==> src/rtl/mw_rom_pkg.sv <==
package mw_rom_pkg;
  localparam int DI_BIT  = 0;
  localparam int DO_BIT  = 1;
  localparam int CLK_BIT = 2;
  localparam int SEL_BIT = 3;

  typedef enum logic [1:0] {
    PH_IDLE = 2'd0,
    PH_CMD  = 2'd1,
    PH_ADR  = 2'd2,
    PH_DAT  = 2'd3
  } phase_t;
endpackage

==> src/rtl/mw_word_lookup.sv <==
module mw_word_lookup #(
  parameter int MAC_BYTES = 6,
  parameter int ADDR_W    = 6,
  parameter int WORD_W    = 16,
  parameter logic [ADDR_W-1:0] BASE = 6'hA
) (
  input  logic [8*MAC_BYTES-1:0] station_addr,
  input  logic [ADDR_W-1:0]      addr,
  output logic                   hit,
  output logic [WORD_W-1:0]      word
);
  localparam int NW = MAC_BYTES / 2;

  logic [NW-1:0]     match;
  logic [WORD_W-1:0] slot [NW];

  for (genvar k = 0; k < NW; k++) begin : g_slot
    localparam int J = NW - 1 - k;
    assign match[k] = (addr == BASE + ADDR_W'(k));
    assign slot[k]  = {station_addr[8*(2*J+1) +: 8], station_addr[8*(2*J) +: 8]};
  end

  always_comb begin
    hit  = |match;
    word = '0;
    for (int k = 0; k < NW; k++)
      if (match[k]) word = word | slot[k];
  end
endmodule

==> src/rtl/mw_serial_engine.sv <==
module mw_serial_engine
  import mw_rom_pkg::*;
#(
  parameter int ADDR_W = 6,
  parameter int WORD_W = 16,
  parameter int CMD_W  = 2,
  parameter logic [CMD_W-1:0] CMD_READ = 2'b10
) (
  input  logic              clk,
  input  logic              rst,
  input  logic              wr_en,
  input  logic              w_sel,
  input  logic              w_clk,
  input  logic              w_di,
  input  logic              rom_hit,
  input  logic [WORD_W-1:0] rom_word,
  output logic [ADDR_W-1:0] rom_addr,
  output logic              do_load,
  output logic              do_val,
  output logic              di_clear,
  output logic              err
);
  localparam int CNT_W = $clog2(WORD_W + 1);

  phase_t            phase;
  logic [CNT_W-1:0]  cnt;
  logic [CMD_W-1:0]  cmd;
  logic [ADDR_W-1:0] adr;
  logic [WORD_W-1:0] sh;
  logic              prev_clk;
  logic              rise;
  logic              last;
  logic [CMD_W-1:0]  cmd_nx;

  assign rise     = wr_en && w_sel && w_clk && !prev_clk;
  assign last     = (cnt == CNT_W'(1));
  assign cmd_nx   = {cmd[CMD_W-2:0], w_di};
  assign rom_addr = {adr[ADDR_W-2:0], w_di};
  assign do_load  = rise && (phase == PH_DAT);
  assign do_val   = sh[WORD_W-1];
  assign di_clear = rise && (phase == PH_ADR) && last && rom_hit;

  always_ff @(posedge clk) begin
    if (rst) begin
      phase    <= PH_IDLE;
      cnt      <= '0;
      cmd      <= '0;
      adr      <= '0;
      sh       <= '0;
      prev_clk <= 1'b0;
      err      <= 1'b0;
    end else begin
      if (wr_en) prev_clk <= w_clk;
      if (wr_en && !w_sel) begin
        phase <= PH_IDLE;
        cnt   <= '0;
      end else if (rise) begin
        case (phase)
          PH_IDLE: if (w_di) begin
            phase <= PH_CMD;
            cnt   <= CNT_W'(CMD_W);
            cmd   <= '0;
          end
          PH_CMD: begin
            cmd <= cmd_nx;
            cnt <= cnt - 1'b1;
            if (last) begin
              if (cmd_nx == CMD_READ) begin
                phase <= PH_ADR;
                cnt   <= CNT_W'(ADDR_W);
                adr   <= '0;
              end else begin
                err   <= 1'b1;
                phase <= PH_IDLE;
                cnt   <= '0;
              end
            end
          end
          PH_ADR: begin
            adr <= rom_addr;
            cnt <= cnt - 1'b1;
            if (last) begin
              if (rom_hit) begin
                sh    <= rom_word;
                phase <= PH_DAT;
                cnt   <= CNT_W'(WORD_W);
              end else begin
                err   <= 1'b1;
                phase <= PH_IDLE;
                cnt   <= '0;
              end
            end
          end
          PH_DAT: begin
            sh  <= {sh[WORD_W-2:0], 1'b0};
            cnt <= cnt - 1'b1;
            if (last) phase <= PH_IDLE;
          end
          default: phase <= PH_IDLE;
        endcase
      end
    end
  end


  desel_idle_chk: assert property (@(posedge clk) disable iff (rst)
    (wr_en && !w_sel) |=> (phase == PH_IDLE));


  no_write_hold_chk: assert property (@(posedge clk) disable iff (rst)
    !wr_en |=> ($stable(phase) && $stable(cnt) && $stable(sh)));


  err_sticky_chk: assert property (@(posedge clk) disable iff (rst)
    err |=> err);


  dat_cnt_chk: assert property (@(posedge clk) disable iff (rst)
    (phase == PH_DAT) |-> (cnt >= CNT_W'(1) && cnt <= CNT_W'(WORD_W)));
endmodule

==> src/rtl/mw_access_reg.sv <==
module mw_access_reg
  import mw_rom_pkg::*;
#(
  parameter int REG_W = 8,
  parameter logic [REG_W-1:0] RST_VAL = 8'h12
) (
  input  logic             clk,
  input  logic             rst,
  input  logic             wr_en,
  input  logic [REG_W-1:0] wr_data,
  input  logic             do_load,
  input  logic             do_val,
  input  logic             di_clear,
  output logic [REG_W-1:0] rd_data
);
  logic [REG_W-1:0] r;

  always_ff @(posedge clk) begin
    if (rst) begin
      r <= RST_VAL;
    end else if (wr_en) begin
      r         <= wr_data;
      r[DO_BIT] <= do_load ? do_val : r[DO_BIT];
      if (!wr_data[SEL_BIT] || di_clear) r[DI_BIT] <= 1'b0;
    end
  end

  assign rd_data = r;


  di_clean_chk: assert property (@(posedge clk) disable iff (rst)
    di_clear |=> (r[DI_BIT] == 1'b0));


  sel_low_di_chk: assert property (@(posedge clk) disable iff (rst)
    (wr_en && !wr_data[SEL_BIT]) |=> (r[DI_BIT] == 1'b0));


  do_keep_chk: assert property (@(posedge clk) disable iff (rst)
    (wr_en && !do_load) |=> (r[DO_BIT] == $past(r[DO_BIT])));
endmodule

==> src/rtl/mw_rom_responder.sv <==
module mw_rom_responder
  import mw_rom_pkg::*;
#(
  parameter int REG_W     = 8,
  parameter int MAC_BYTES = 6,
  parameter int ADDR_W    = 6,
  parameter int WORD_W    = 16,
  parameter logic [REG_W-1:0]  RST_VAL = 8'h12,
  parameter logic [ADDR_W-1:0] BASE    = 6'hA
) (
  input  logic                   clk,
  input  logic                   rst,
  input  logic                   wr_en,
  input  logic [REG_W-1:0]       wr_data,
  input  logic [8*MAC_BYTES-1:0] station_addr,
  output logic [REG_W-1:0]       rd_data,
  output logic                   err_flag
);
  logic              rom_hit;
  logic [WORD_W-1:0] rom_word;
  logic [ADDR_W-1:0] rom_addr;
  logic              do_load;
  logic              do_val;
  logic              di_clear;

  mw_word_lookup #(
    .MAC_BYTES(MAC_BYTES), .ADDR_W(ADDR_W), .WORD_W(WORD_W), .BASE(BASE)
  ) lookup_i (
    .station_addr(station_addr),
    .addr(rom_addr),
    .hit(rom_hit),
    .word(rom_word)
  );

  mw_serial_engine #(
    .ADDR_W(ADDR_W), .WORD_W(WORD_W)
  ) engine_i (
    .clk(clk),
    .rst(rst),
    .wr_en(wr_en),
    .w_sel(wr_data[SEL_BIT]),
    .w_clk(wr_data[CLK_BIT]),
    .w_di(wr_data[DI_BIT]),
    .rom_hit(rom_hit),
    .rom_word(rom_word),
    .rom_addr(rom_addr),
    .do_load(do_load),
    .do_val(do_val),
    .di_clear(di_clear),
    .err(err_flag)
  );

  mw_access_reg #(
    .REG_W(REG_W), .RST_VAL(RST_VAL)
  ) reg_i (
    .clk(clk),
    .rst(rst),
    .wr_en(wr_en),
    .wr_data(wr_data),
    .do_load(do_load),
    .do_val(do_val),
    .di_clear(di_clear),
    .rd_data(rd_data)
  );
endmodule

==> config.mk <==
export PLATFORM = sky130hd
export DESIGN_NAME = mw_rom_responder
export DESIGN_NICKNAME = d
export VERILOG_FILES = /design/src/rtl/mw_rom_pkg.sv /design/src/rtl/mw_word_lookup.sv /design/src/rtl/mw_serial_engine.sv /design/src/rtl/mw_access_reg.sv /design/src/rtl/mw_rom_responder.sv
export SDC_FILE = /design/constraint.sdc
export NUM_CORES = 1
export LEC_CHECK = 0
export BUFFER_PORTS_ARGS = -buffer_cell sky130_fd_sc_hd__buf_2
export CAP_MARGIN = 20
export CORE_UTILIZATION = 30
export DETAILED_ROUTE_END_ITERATION = 7
export GPL_TIMING_DRIVEN = 0
export PLACE_DENSITY_LB_ADDON = 0.25
export SETUP_SLACK_MARGIN = 0.2
export SLEW_MARGIN = 0
export SYNTH_ARGS = -nofsm -noshare
export SYNTH_HDL_FRONTEND = slang
export SYNTH_HIERARCHICAL = 1
export SYNTH_SLANG_ARGS = --single-unit
==> constraint.sdc <==
create_clock -name clk -period 3 [get_ports clk]
set_clock_uncertainty 0.15 [all_clocks]
set_input_delay 0.6 -clock clk [delete_from_list [all_inputs] [get_ports clk]]
set_output_delay 0.6 -clock clk [all_outputs]
set_load 0.02 [all_outputs]
==> impl_results.md <==
* Status: finished clean
* Vias at 2388
* Crit-path max FO at 10
* Crit path launch: wr_data[0]
* Routed Antenna Nets at 0
* Hold Path Class: reg -> reg
* Clock Latency Late Sink at 0.28 ns
* Routed len/inst at 13.9 um
* PwrDens at 343 mW/mm^2
* TritonCTS clock tree: built
* Die width at 90.3 um
* RSZ-0062 raised after global routing: no
* Internal reg-to-reg setup slack at 0.51 ns
* Initial core utilization at 31.6%
* Initial DRC count at 108
* Total Routing Usage GR at between 10% and 20%
* Mapped cell area at 0.00234 sq mm
* Synthesized flop and latch total at 39
* First-pass GRT wire length at about 11000 um
* RR Startpoint: engine_i/adr[4]
* Maximum vdd ir drop at 0.000123 V
* Hold Startpoint: reg_i/rd_data[0]
* Slew @ Worst Pin at a little under 1 ns
* Detailed Routing Iterations Pass 1 at 4
* Prevailing post-synth register cell: dfxtp_1
* CTS root buf: clkbuf_8
* Final period util at 85.9%
* Critical Path RT at around 3.0 ns
* Die footprint at 0.00815 sq mm
* Clk slew on worst S/H paths at 0.07 ns
* I/O pin cnt at 68
* Top Layer Used: met4
* Lkg Pwr at 1.11 nW
* Tmin final at 2.58 ns
* Port bufs at 65
* Most common cell after layout, fill and taps aside: buf_2
* DRC at 0
* Vias in the first global route at 2230
* Largest net degree at the start of global routing at 12
* Post-Route M1 WL at 3050 um
* Antenna cell count at 0
* TritonCTS Sinks at 39
* Hold slack final at 0.327 ns
* Layout cells sized above 1 at 28.8%
* Remaining Overflow, GRT at 0
* FF-to-FF End: engine_i/sh[7]
* Initial antenna violation count at 0
* Slew Viols, Final at 0
* Post-synth ARST share at 0%
* Total number of yosys warnings at 6
* Cell variety after synth at 54
* Sequential area share after synthesis at between 30% and 40%
* Post-synth EDFFs at 0
* Drt total wl at around 6000 um
* R2R cell count at 9
* Mapped Nets at 332
* Die Ht at 90.3 um
* Clk buf depth at 2
* Crit path DAT at 2.58 ns
* GP Congestion at 0.796
* Core area at 0.00741 sq mm
* Fmax at 388 MHz
* Area growth syn-to-layout at 23.3%
* Total CTS buffers at 5
* HPWL after DPL at 4720 um
* Util after Layout at around two fifths
* Met2 WL at 2670 um
* CP Class: in -> reg
* Final setup viols at 0
* WHS Path Cells at 2
* # rows at 31
* WL met3 at 404 um
* Hold EP: reg_i/rd_data[0]
* Syn Inst Count at between 200 and 300
* Nets at slightly above 400
* Avg Cell Area, Syn at 8.63 sq um
* H-tree Lvls at 2
* Startpoint class of the critical path: input pin
* Max Cap Violations at 0
* Final hold viol count at 0
* Most frequent cells in the layout: buf_2 (72), dfxtp_1 (39), a22o_1 (32)
* Worst slew margin at 33.9%
* Vias per Instance at roughly 5.4
* Critical Path End Type: flop
## report_power, final
part | switching, mW | internal, mW | leakage [nW]
Sequential | 0.00342 | 0.524 | 0.316
Clock | 0.176 | 0.180 | 0.0470
Combinational | 0.0560 | 0.0497 | 0.752
Total | 0.236 | 0.754 | 1.11
## logic make-up (layout without fill, tap and decap cells)
logic type	after synthesis	after routing	share of synthesized area, %
and+or+nand+nor	84	84	20.1
adders and majority gates	3	3	1.55
buffers and inverters	36	109	8.61
muxes	7	7	3.00
AOI/OAI and AO/OA	102	102	33.4
DFF	39	39	33.4
## synth_stat cells, types with 2 or more instances
master	instances	area, sq um
o22ai_1	3	18.8
a311oi_1	15	131
dfxtp_1	39	781
nor2_1	17	63.8
nor3_1	2	10.0
and2b_1	2	15.0
nand4b_1	2	17.5
nand2_1	25	93.8
o21ai_0	4	20.0
a2111oi_0	2	17.5
ha_1	2	25.0
buf_6	3	33.8
buf_2	7	35.0
and3b_1	2	17.5
clkbuf_1	7	26.3
buf_1	3	11.3
nand3_1	17	85.1
nor3b_4	2	37.5
mux2i_1	7	70.1
buf_4	5	37.5
a31oi_1	3	18.8
nand2b_1	3	18.8
a22o_1	32	280
a21oi_1	23	115
inv_1	10	37.5
o32ai_1	2	17.5
o31ai_1	2	15.0
nand4_1	4	25.0
## registers in the layout, indices dropped and copies added, names as in the netlist
register and cells:
engine_i/sh 16, reg_i/rd_data 8, engine_i/adr 5, engine_i/cnt 5, engine_i/phase 2, engine_i/cmd 1
engine_i/err 1, engine_i/prev_clk 1
## final cells by class
class	instances	area, sq um
fillers	774	4530
multi-input cells	196	1360
flip-flops and latches	39	781
repair buffers	66	333
plain buffers	26	164
well taps	99	124
clock buffers	6	82.6
inverters	10	37.5
clock inverters	1	5.00
## how the worst max path moves through the flow
stage	slack [ns]	endpoint	depth (start not counted)
after detailed placement	-0.03	engine_i/sh[7]	11
final	0.42	engine_i/sh[7]	11
after CTS	0.27	engine_i/sh[7]	11
after floorplan	0.54	engine_i/sh[15]	10
after global placement	-0.04	engine_i/sh[9]	11
after global routing	0.24	engine_i/sh[13]	11
## critical path, stage by stage
cell	delay, ns
buf_2	0.16
buf_4	0.16
nor3b_4	0.23
buf_2	0.26
o21a_1	0.29
a21o_1	0.15
buf_4	0.15
and2_1	0.12
buf_2	0.16
buf_4	0.19
a311oi_1	0.10
## what timing repair did
item / in CTS / in global routing
hold buffers: 0 / 0
buffers inserted: 0 / 1
gates resized for setup: 0 / 0
hold endpoints to repair: 0 / 0
endpoints found under the setup margin: 0 / 10
## per-layer routing
layer,up-vias,global-route usage (%)
met4,0,3.90
li1,1187,-
met5,-,0
met1,1096,22.1
met3,5,2.44
met2,100,25.3
## stage by stage
step	cells	power (mW)	cell area (sq um)	setup TNS [ns]	setup WS, ns
final	443	0.990	2880	0	0.424
after global routing	443	1.03	2880	0	0.245
after CTS	442	1.01	2880	0	0.266
after detailed placement	435	0.646	2790	-0.235	-0.0345
after global placement	435	0.644	2790	-0.368	-0.0422
after floorplan	271	0.589	2340	0	0.535
(Power assumes the default switching activity.)
